--- src/rtl/npc_pkg.sv ---
package npc_pkg;

    // Which of the two candidate addresses is loaded into the PC.
    typedef enum logic {
        NPC_PICK_SEQ = 1'b0,
        NPC_PICK_TGT = 1'b1
    } npc_pick_e;

endpackage

--- src/rtl/npc_seq_add.sv ---
module npc_seq_add #(
    parameter int PC_W = 32,
    parameter int STEP = 4
) (
    input  logic [PC_W-1:0] cur_pc,
    output logic [PC_W-1:0] seq_pc
);
    localparam logic [PC_W-1:0] STEP_V = PC_W'(STEP);

    // Sequential address; the carry out is dropped so the count wraps.
    always_comb begin
        seq_pc = cur_pc + STEP_V;
    end
endmodule

--- src/rtl/npc_tgt_add.sv ---
module npc_tgt_add #(
    parameter int PC_W  = 32,
    parameter int IMM_W = 16,
    parameter int SHIFT = 2
) (
    input  logic [PC_W-1:0]  seq_pc,
    input  logic [IMM_W-1:0] imm,
    output logic [PC_W-1:0]  tgt_pc
);
    logic [PC_W-1:0] ext_w;
    logic [PC_W-1:0] off_w;

    // Sign extension, or truncation if the PC is narrower than the offset.
    generate
        if (PC_W > IMM_W) begin : g_ext
            assign ext_w = {{(PC_W-IMM_W){imm[IMM_W-1]}}, imm};
        end else begin : g_trunc
            assign ext_w = imm[PC_W-1:0];
        end
    endgenerate

    always_comb begin
        off_w  = ext_w << SHIFT;
        tgt_pc = seq_pc + off_w;
    end
endmodule

--- src/rtl/npc_pick.sv ---
module npc_pick
    import npc_pkg::*;
#(
    parameter int PC_W = 32
) (
    input  logic            br_op,
    input  logic            src_eq,
    input  logic [PC_W-1:0] seq_pc,
    input  logic [PC_W-1:0] tgt_pc,
    output npc_pick_e       pick,
    output logic [PC_W-1:0] nxt_pc
);
    // The branch is taken only when both qualifiers hold.
    always_comb begin
        pick = (br_op && src_eq) ? NPC_PICK_TGT : NPC_PICK_SEQ;
        unique case (pick)
            NPC_PICK_TGT: nxt_pc = tgt_pc;
            default:      nxt_pc = seq_pc;
        endcase
    end
endmodule

--- src/rtl/npc_unit.sv ---
module npc_unit
    import npc_pkg::*;
#(
    parameter int PC_W     = 32,
    parameter int IMM_W    = 16,
    parameter int STEP     = 4,
    parameter int SHIFT    = 2,
    parameter int RESET_PC = 0
) (
    input  logic             clk,
    input  logic             rst,
    input  logic             br_op,
    input  logic             src_eq,
    input  logic [IMM_W-1:0] imm,
    output logic [PC_W-1:0]  pc
);
    localparam logic [PC_W-1:0] RST_V = PC_W'(RESET_PC);

    typedef struct packed {
        logic [PC_W-1:0] pc;
    } npc_state_t;

    npc_state_t state_d;
    npc_state_t state_q;

    logic [PC_W-1:0] seq_w;
    logic [PC_W-1:0] tgt_w;
    logic [PC_W-1:0] nxt_w;
    npc_pick_e       pick_w;

    npc_seq_add #(.PC_W(PC_W), .STEP(STEP)) u_seq (
        .cur_pc (state_q.pc),
        .seq_pc (seq_w)
    );

    npc_tgt_add #(.PC_W(PC_W), .IMM_W(IMM_W), .SHIFT(SHIFT)) u_tgt (
        .seq_pc (seq_w),
        .imm    (imm),
        .tgt_pc (tgt_w)
    );

    npc_pick #(.PC_W(PC_W)) u_pick (
        .br_op  (br_op),
        .src_eq (src_eq),
        .seq_pc (seq_w),
        .tgt_pc (tgt_w),
        .pick   (pick_w),
        .nxt_pc (nxt_w)
    );

    always_comb begin
        state_d = state_q;
        if (rst) begin
            state_d.pc = RST_V;
        end else begin
            state_d.pc = nxt_w;
        end
    end

    always_ff @(posedge clk) begin
        state_q <= state_d;
    end

    assign pc = state_q.pc;

    logic unused_w;
    assign unused_w = ^pick_w;
endmodule

--- config.mk ---
export PLATFORM = sky130hd
export DESIGN_NAME = npc_unit
export DESIGN_NICKNAME = d
export VERILOG_FILES = /design/src/rtl/npc_pkg.sv /design/src/rtl/npc_seq_add.sv /design/src/rtl/npc_tgt_add.sv /design/src/rtl/npc_pick.sv /design/src/rtl/npc_unit.sv
export SDC_FILE = /design/constraint.sdc
export NUM_CORES = 1
export LEC_CHECK = 0
export ABC_AREA = 1
export BUFFER_PORTS_ARGS = -buffer_cell sky130_fd_sc_hd__buf_2
export CAP_MARGIN = 20
export CORE_MARGIN = 2
export CORE_UTILIZATION = 55
export DETAILED_ROUTE_END_ITERATION = 8
export GPL_TIMING_DRIVEN = 0
export PLACE_DENSITY = 0.76
export RECOVER_POWER = 100
export SLEW_MARGIN = 20
export SYNTH_ARGS = -nofsm -noshare
export SYNTH_HDL_FRONTEND = slang
export SYNTH_HIERARCHICAL = 1
export SYNTH_SLANG_ARGS = --single-unit
export TNS_END_PERCENT = 100
--- constraint.sdc ---
create_clock -name clk -period 3.3 [get_ports clk]
set_clock_uncertainty 0.2 [all_clocks]
set_input_delay 0.33 -clock clk [delete_from_list [all_inputs] [get_ports clk]]
set_output_delay 0.33 -clock clk [all_outputs]
set_load 0.02 [all_outputs]
Word-level counts from Yosys, hierarchy flattened
Index checks and enable logic that the tools add are counted.

storage, ports and cells
  output and inout bits = 32
  word-level logic and storage cells = 6
  input port bits = 20
  flip-flop bits (word level) = 32

operators by class
  reduce and logical (&&, ||, !) cells = 1
  add/subtract/negate cells = 2
  multiplexer cells = 2

operators by type and width
  operator                                       count
  adder 32 x 3 -> 32 bit, second input constant  1
  adder 32 bit                                   1
  two-way mux 32 bit                             1
  logical AND 1 bit                              1
  two-way mux 1 bit                              1

Logic depth before layout (Yosys ltp)
Gate-level depths: netlist of the first run.

  depth after elaboration = 3
  mapped depth = 23
  depth with buffers taken out = 23

Modules after synthesis
Netlist of the first run, hierarchy kept.

modules (own cells, without submodules)
  module       cells each  area an instance (um2)  seq. area each (um2)  instances
  npc_tgt_add  448         2245.9                  0.0                   1
  npc_unit     99          914.6                   640.6                 1
  npc_seq_add  177         909.6                   0.0                   1
  npc_pick     109         518.0                   0.0                   1

Worst setup path after synthesis of the first run
No wires, ideal clock.

  kind = flip-flop to flip-flop
  from = reg state_q (netlist bit pc[3])
  to = reg state_q (netlist bit pc[30])
  clock period less this slack = 2.842 ns
  cell stages (with the launch flop) = 20
  setup time = 0.112 ns
  required time = 2.988 ns
  buffers on the path = 0
  slack = 0.458 ns
  data arrival time = 2.530 ns
  cells stage by stage = dfxtp_1 ha_1 nand2_1 nor2_2 nand2_4 nor2_4 xor2_1 ha_1 nand2_2 inv_1 a21oi_1 nand3_2 nand2_1 nand2_1 nand2_1 nand2_1 nand3_1 nand2_1 inv_1 nor2_1

on the way
  cells in the longest elaborated chain, start to end = 3

RTL lines
  what                      line               text
  start: declaration        npc_unit.sv:24     npc_state_t state_q;
  start signal: assignment  npc_unit.sv:61     state_q <= state_d;
  adder 32 x 3 -> 32 bit    npc_seq_add.sv:12  seq_pc = cur_pc + STEP_V;
  named net seq_w[12]       npc_unit.sv:26     logic [PC_W-1:0] seq_w;
  adder 32 bit              npc_tgt_add.sv:24  tgt_pc = seq_pc + off_w;
  named net tgt_w[30]       npc_unit.sv:27     logic [PC_W-1:0] tgt_w;
  two-way mux 32 bit        npc_pick.sv:16     unique case (pick)
  named net nxt_w[30]       npc_unit.sv:28     logic [PC_W-1:0] nxt_w;

The timed path passes the listed nets, and every way through them passes these cells.
A chain may end at the register's enable or synchronous reset.

Worst setup path after layout of the first run
  from = reg state_q (netlist bit pc[2])
  to = reg state_q (netlist bit pc[25])

Same word-level chain as after synthesis.

==> results of run 1 <==
[critical path, stage by stage (launching register included)]
cell and delay [ps]:
dfxtp_1 360, ha_2 220, nand2_1 100, nor2_4 130, nand2_4 120, nor2_4 180
nand2_1 90, nand2_1 80, nand2_1 140, ha_4 330, nand2_1 80, inv_1 110
nand2_1 110, nor3_2 150, nand3_1 150, nand3_1 110, nand2_1 50, nand2_1 70
nand3_1 80, nand2_1 80, inv_1 40, nor2_1 80
[layer usage]
| metal | wire [um] | up-vias | track usage |
|---|---|---|---|
| met5 | 0 | - | 0 |
| met4 | 155 | 0 | 0.0870 |
| met3 | 632 | 10 | 0.0142 |
| met2 | 6100 | 122 | 0.485 |
| met1 | 6150 | 2197 | 0.405 |
| li1 | - | 2616 | - |
[power groups by stage]
stage	registers [uW]	logic, uW	clock network (uW)
after floorplan	490	475	0
after global placement	457	663	0
after detailed placement	459	678	0
after CTS	451	681	415
after global routing	464	801	437
final	460	712	413
[what timing repair did]
item,CTS,global route
setup buffers,0,1
resized for setup,1,48
pin swaps,0,5
endpoints found under the setup margin,1,16
hold buffers,0,0
[worst paths after layout]
kind / cells past startpoint / endpoint / from / slack (ps)
setup / recovery: 21 / pc[25] / pc[2] / 190
hold / removal: 2 / pc[29] / rst / 130
setup reg to reg: 21 / pc[25] / pc[2] / 190
hold reg to reg: 5 / pc[1] / pc[1] / 450
[per-stage QoR]
step | std cells | util | hold WS (ps)
finish | 995 | 0.651 | 132
global route | 995 | 0.651 | 136
CTS | 994 | 0.626 | 127
detailed placement | 986 | 0.610 | 432
global placement | 986 | 0.610 | 421
floorplan | 832 | - | 201
[layout make-up]
type                    instances  share of cell area
repair buffers                 50              0.0428
inverters                     143               0.101
flip-flops and latches         32               0.123
plain buffers                  18              0.0298
clock inverters                 1             0.00567
multi-input cells             639               0.654
well taps                     105              0.0248
clock buffers                   7              0.0182
[cell usage in the layout, fill, tap and decap left out, types with 6 or more instances in the layout]
cell type / count
xor2_1: 15
xnor2_1: 7
nand2_2: 14
nor2_1: 87
ha_1: 21
buf_2: 28
nor2_4: 11
clkbuf_1: 21
a21oi_1: 17
buf_6: 6
dfxtp_1: 25
nor2_2: 15
dfxtp_2: 6
nand3b_1: 7
buf_4: 11
inv_1: 141
nand3_1: 63
nand2_1: 330
clkbuf_8: 7
==> impl_results.md, run 1 <==
- Max cap viols: 0
- Clk sinks: 32
- Fin. max-slew vios: 0
- Antenna Nets Post-Route: 0
- CP max FO: 6
- Core Area: 0.00813 mm2
- Setup TNS: 0 ps
- Die Y: 95.3 um
- Gate Count Post-Synth: 832
- Combinational Power Share: 0.449
- Fin crit share: 0.942
- Worst-Skew Late Latency: 290 ps
- Grt ovf: 0
- Iter 0 DRT Violations: 271
- Hold Fails Final Rpt: 0
- Hold WC Path Type: input port to flip-flop
- Clock network power share: 0.261
- Multi-input gate area in the final layout: 0.00346 mm2
- Vias in the first global route: 4499
- Switching Share: 0.409
- H-tree depth: 2
- Status: finished clean
- Final Instance Area: 0.00529 mm2
- Worst Path Arrival: 3130 ps
- Max-slew headroom: 0.677
- DRC: 0
- Required @ worst endpoint: 3330 ps
- ANT cells: 0
- FMAX: 322 MHz
- FF/Latch Area: 652 um2
- Core Rows: 33
- Critical Path End Type: flip-flop
- Clock root cell: clkbuf_8
- Final setup viols: 0
- Initial Utilization: 0.564
- First-pass GRT wire length: 20.6 mm
- Die X: 95.3 um
- Critical Path Source Type: flip-flop
- YS warnings: 6
- Drt first pass iters: 5
- HPWL after detailed placement: 10.5 mm
- Switching pwr: 649 uW
- Crit path time final: 3110 ps
- Power, Total: 1580 uW
- Via/cell ratio: 4.97
- Largest net degree at the start of global routing: 16
- DIE AREA: 0.00908 mm2
- CTS tree: built
- Ratio of cells with drive above 1 in the final layout: 0.157
- Final WL: 13.0 mm
- DR WL/cell: 13.1 um
- Clk buf depth: 2
- Leakage power: 0.00298 uW
- Reg power frac: 0.290
- Initial antenna violation count: 0
- Int Pwr: 936 uW
- Dpl cell area: 0.00496 mm2
- Nets: 940
- Ports: 52
- Syn nets: 883
- Max reg flops: 32
- GRT Total Usage: 0.291
- Clock slew at reported path FFs: 70 ps
- PwrDens: 299 mW/mm2
- Mapped cell area: 0.00458 mm2
- Synth-to-Final Area Change: 15.5%
- # port buffers: 49
- CP Class: flip-flop to flip-flop
- Setup WS pre-CTS: 28.7 ps
- GPL Wtd Cong: 0.992
- Total CTS buffers: 5
- Vias: 4945
- Fill count: 788
- Peak VDD IR: 0.163 mV
- Mapped Avg Cell Area: 5.51 um2
- Slew at the pin closest to its max-slew limit: 481 ps
- Final worst slack: 191 ps
No activity file was read; power rests on OpenSTA's default activity.
==> inputs of run 2 (changes only) <==
--- a/config.mk
+++ b/config.mk
@@ -11,9 +11,9 @@
 export CORE_MARGIN = 2
 export CORE_UTILIZATION = 55
 export DETAILED_ROUTE_END_ITERATION = 8
+export GPL_ROUTABILITY_DRIVEN = 0
 export GPL_TIMING_DRIVEN = 0
 export PLACE_DENSITY = 0.76
-export RECOVER_POWER = 100
 export SLEW_MARGIN = 20
 export SYNTH_ARGS = -nofsm -noshare
 export SYNTH_HDL_FRONTEND = slang
==> impl_results.md, run 2 (synthesis gave the netlist of run 1 again) <==
- Die X: 95.3 um (unchanged)
- Max reg flops: 32 (unchanged)
- Commonest non-fill, non-tap cell in the layout: nand2_1
- Largest net degree at the start of global routing: 16 (unchanged)
- DIE AREA: 0.00908 mm2 (unchanged)
- R2R Setup Slk: 130 ps (-60 ps)
- # port buffers: 49 (unchanged)
- Peak VDD IR: 0.137 mV (-16%)
- Via/cell ratio: 5.10 (+2.7%)
- Final setup viols: 0 (unchanged)
- Critical Path Source Type: flip-flop
- Critical Path End Type: flip-flop
- Nets: 939 (-0.11%)
- Fin crit share: 0.961 (+0.0191)
- Crit path time final: 3170 ps (+63.2 ps)
- Final Instance Area: 0.00527 mm2 (-0.45%)
- Number of setup buffers added after CTS: 0 (unchanged)
- Final Util: 0.648 (-0.00292)
- Clock root cell: clkbuf_8
- CP Class: flip-flop to flip-flop
- Grt ovf: 0 (unchanged)
- HPWL after detailed placement: 10.7 mm (+1.6%)
- Core Rows: 33 (unchanged)
- GRT Total Usage: 0.288 (-0.00319)
- Required @ worst endpoint: 3270 ps (-60 ps)
- Clk sinks: 32 (unchanged)
- Initial Utilization: 0.564 (unchanged)
- Worst-Skew Late Latency: 280 ps (about the same)
- Drt first pass iters: 5 (unchanged)
- RSZ-0062 raised after global routing: yes
- Iter 0 DRT Violations: 302 (+11%)
- Worst Path Arrival: 3150 ps (+20 ps)
- H-tree depth: 2 (unchanged)
- Clk buf depth: 2 (unchanged)
- Vias in the first global route: 4541 (+0.93%)
- Max-slew headroom: 0.687 (+0.00995)
- Vias: 5073 (+2.6%)
- Hold Fails Final Rpt: 0 (unchanged)
- FMAX: 315 MHz (-2.0%)
- Int Pwr: 940 uW (+0.45%)
- GR Layer Usage met3: 0.00949 (-0.00474)
- Fill count: 798 (+1.3%)
- Fin. max-slew vios: 0 (unchanged)
- Switching Share: 0.405 (-0.00423)
- Antenna Nets Post-Route: 0 (unchanged)
- ANT cells: 0 (unchanged)
- Reg power frac: 0.288 (-0.002)
- First-pass GRT wire length: 20.5 mm (-0.40%)
- Switching pwr: 640 uW (-1.3%)
- CP max FO: 5 (-1)
- Hold WC Path Type: input port to flip-flop
- Busiest grt layer: met2
- Combinational Power Share: 0.455 (+0.006)
- Synth-to-Final Area Change: 15.0%
- CTS tree: built
- Core Area: 0.00813 mm2 (unchanged)
- Initial antenna violation count: 0 (unchanged)
- Met1 GRT Util: 0.397 (-0.00837)
- Clock slew at reported path FFs: 60 ps (about the same)
- Met2 Usage GRT: 0.488 (+0.00293)
- Ports: 52 (unchanged)
- Most frequent cells in the layout: nand2_1, inv_1, nor2_1
- Slew at the pin closest to its max-slew limit: 470 ps (-11.5 ps)
- Final WL: 12.8 mm (-1.5%)
- Non-Filler Instances: 994 (-0.10%)
- Leakage power: 0.00307 uW (+2.9%)
- DR WL/cell: 12.9 um (-1.4%)
- Ratio of cells with drive above 1 in the final layout: 0.170 (+0.0126)
- Dpl cell area: 0.00496 mm2 (unchanged)
- Clock network power share: 0.257 (-0.004)
- Status: finished clean
- PwrDens: 300 mW/mm2 (+0.19%)
- DRC: 0 (unchanged)
- Inst Count DP: 986 (unchanged)
- Die Y: 95.3 um (unchanged)
- Total CTS buffers: 5 (unchanged)
- Max cap viols: 0 (unchanged)
run 2: cell count changes in the layout (fill, tap and decap cells not counted), sizes merged:
cell,delta
buf,+22
clkbuf,-23
run 2: worst max-delay path: stages (launching register included):
cell	delay [ps]
dfxtp_1	370
ha_2	210
nand2_1	90
nor2_4	130
nand2_4	120
nor2_4	170
xor2_2	260
ha_1	340
nand2_2	150
inv_1	50
nand2_1	60
nand2_1	80
o21bai_2	220
nand2_1	140
nand3_1	90
nand2_1	60
nand2_1	90
nand3_1	100
nand2_1	50
inv_1	40
nor2_1	30
run 2: area by class of cell:
cell class / count / area [um2] / share of cell area
plain buffers: 18 / 158 / 0.0299
inverters: 143 / 537 / 0.102
repair buffers: 49 / 245 / 0.0465
multi-input cells: 639 / 3430 / 0.651
well taps: 105 / 131 / 0.0249
clock buffers: 7 / 96.3 / 0.0183
flip-flops and latches: 32 / 643 / 0.122
clock inverters: 1 / 30.0 / 0.00570
run 2: worst paths after layout:
| check | start | endpoint | cells after the start |
|---|---|---|---|
| max | pc[3] | pc[24] | 20 |
| max reg2reg | pc[3] | pc[24] | 20 |
| min reg2reg | pc[1] | pc[1] | 5 |
| min | rst | pc[29] | 2 |
run 2: timing repair:
item / in CTS / in global routing
setup endpoints to repair: 0 / 17
hold buffers: 0 / 0
gates resized for setup: 0 / 37
endpoints found under the hold margin: 0 / 0
run 2: power by group through the flow:
stage / registers [uW] / clock network [uW] / logic (uW)
floorplan: 490 / 0 / 475
global placement: 457 / 0 / 662
detailed placement: 459 / 0 / 681
CTS: 451 / 410 / 682
global route: 460 / 429 / 803
finish: 456 / 405 / 719
run 2: layer usage:
layer	up-vias	part of all wire
met4	0	0.025
met3	24	0.080
met2	193	0.45
met1	2236	0.44
met5	-	0
li1	2620	-
run 2: per-stage QoR:
| step | hold WS (ps) | TNS, ps | power (uW) | setup slack [ps] |
|---|---|---|---|---|
| after floorplan | 201 | 0 | 965 | 458 |
| after global placement | 421 | 0 | 1120 | 129 |
| after detailed placement | 426 | 0 | 1140 | 84.8 |
| after CTS | 135 | 0 | 1540 | 56.3 |
| after global routing | 143 | -196 | 1690 | -57.1 |
| final | 136 | 0 | 1580 | 127 |
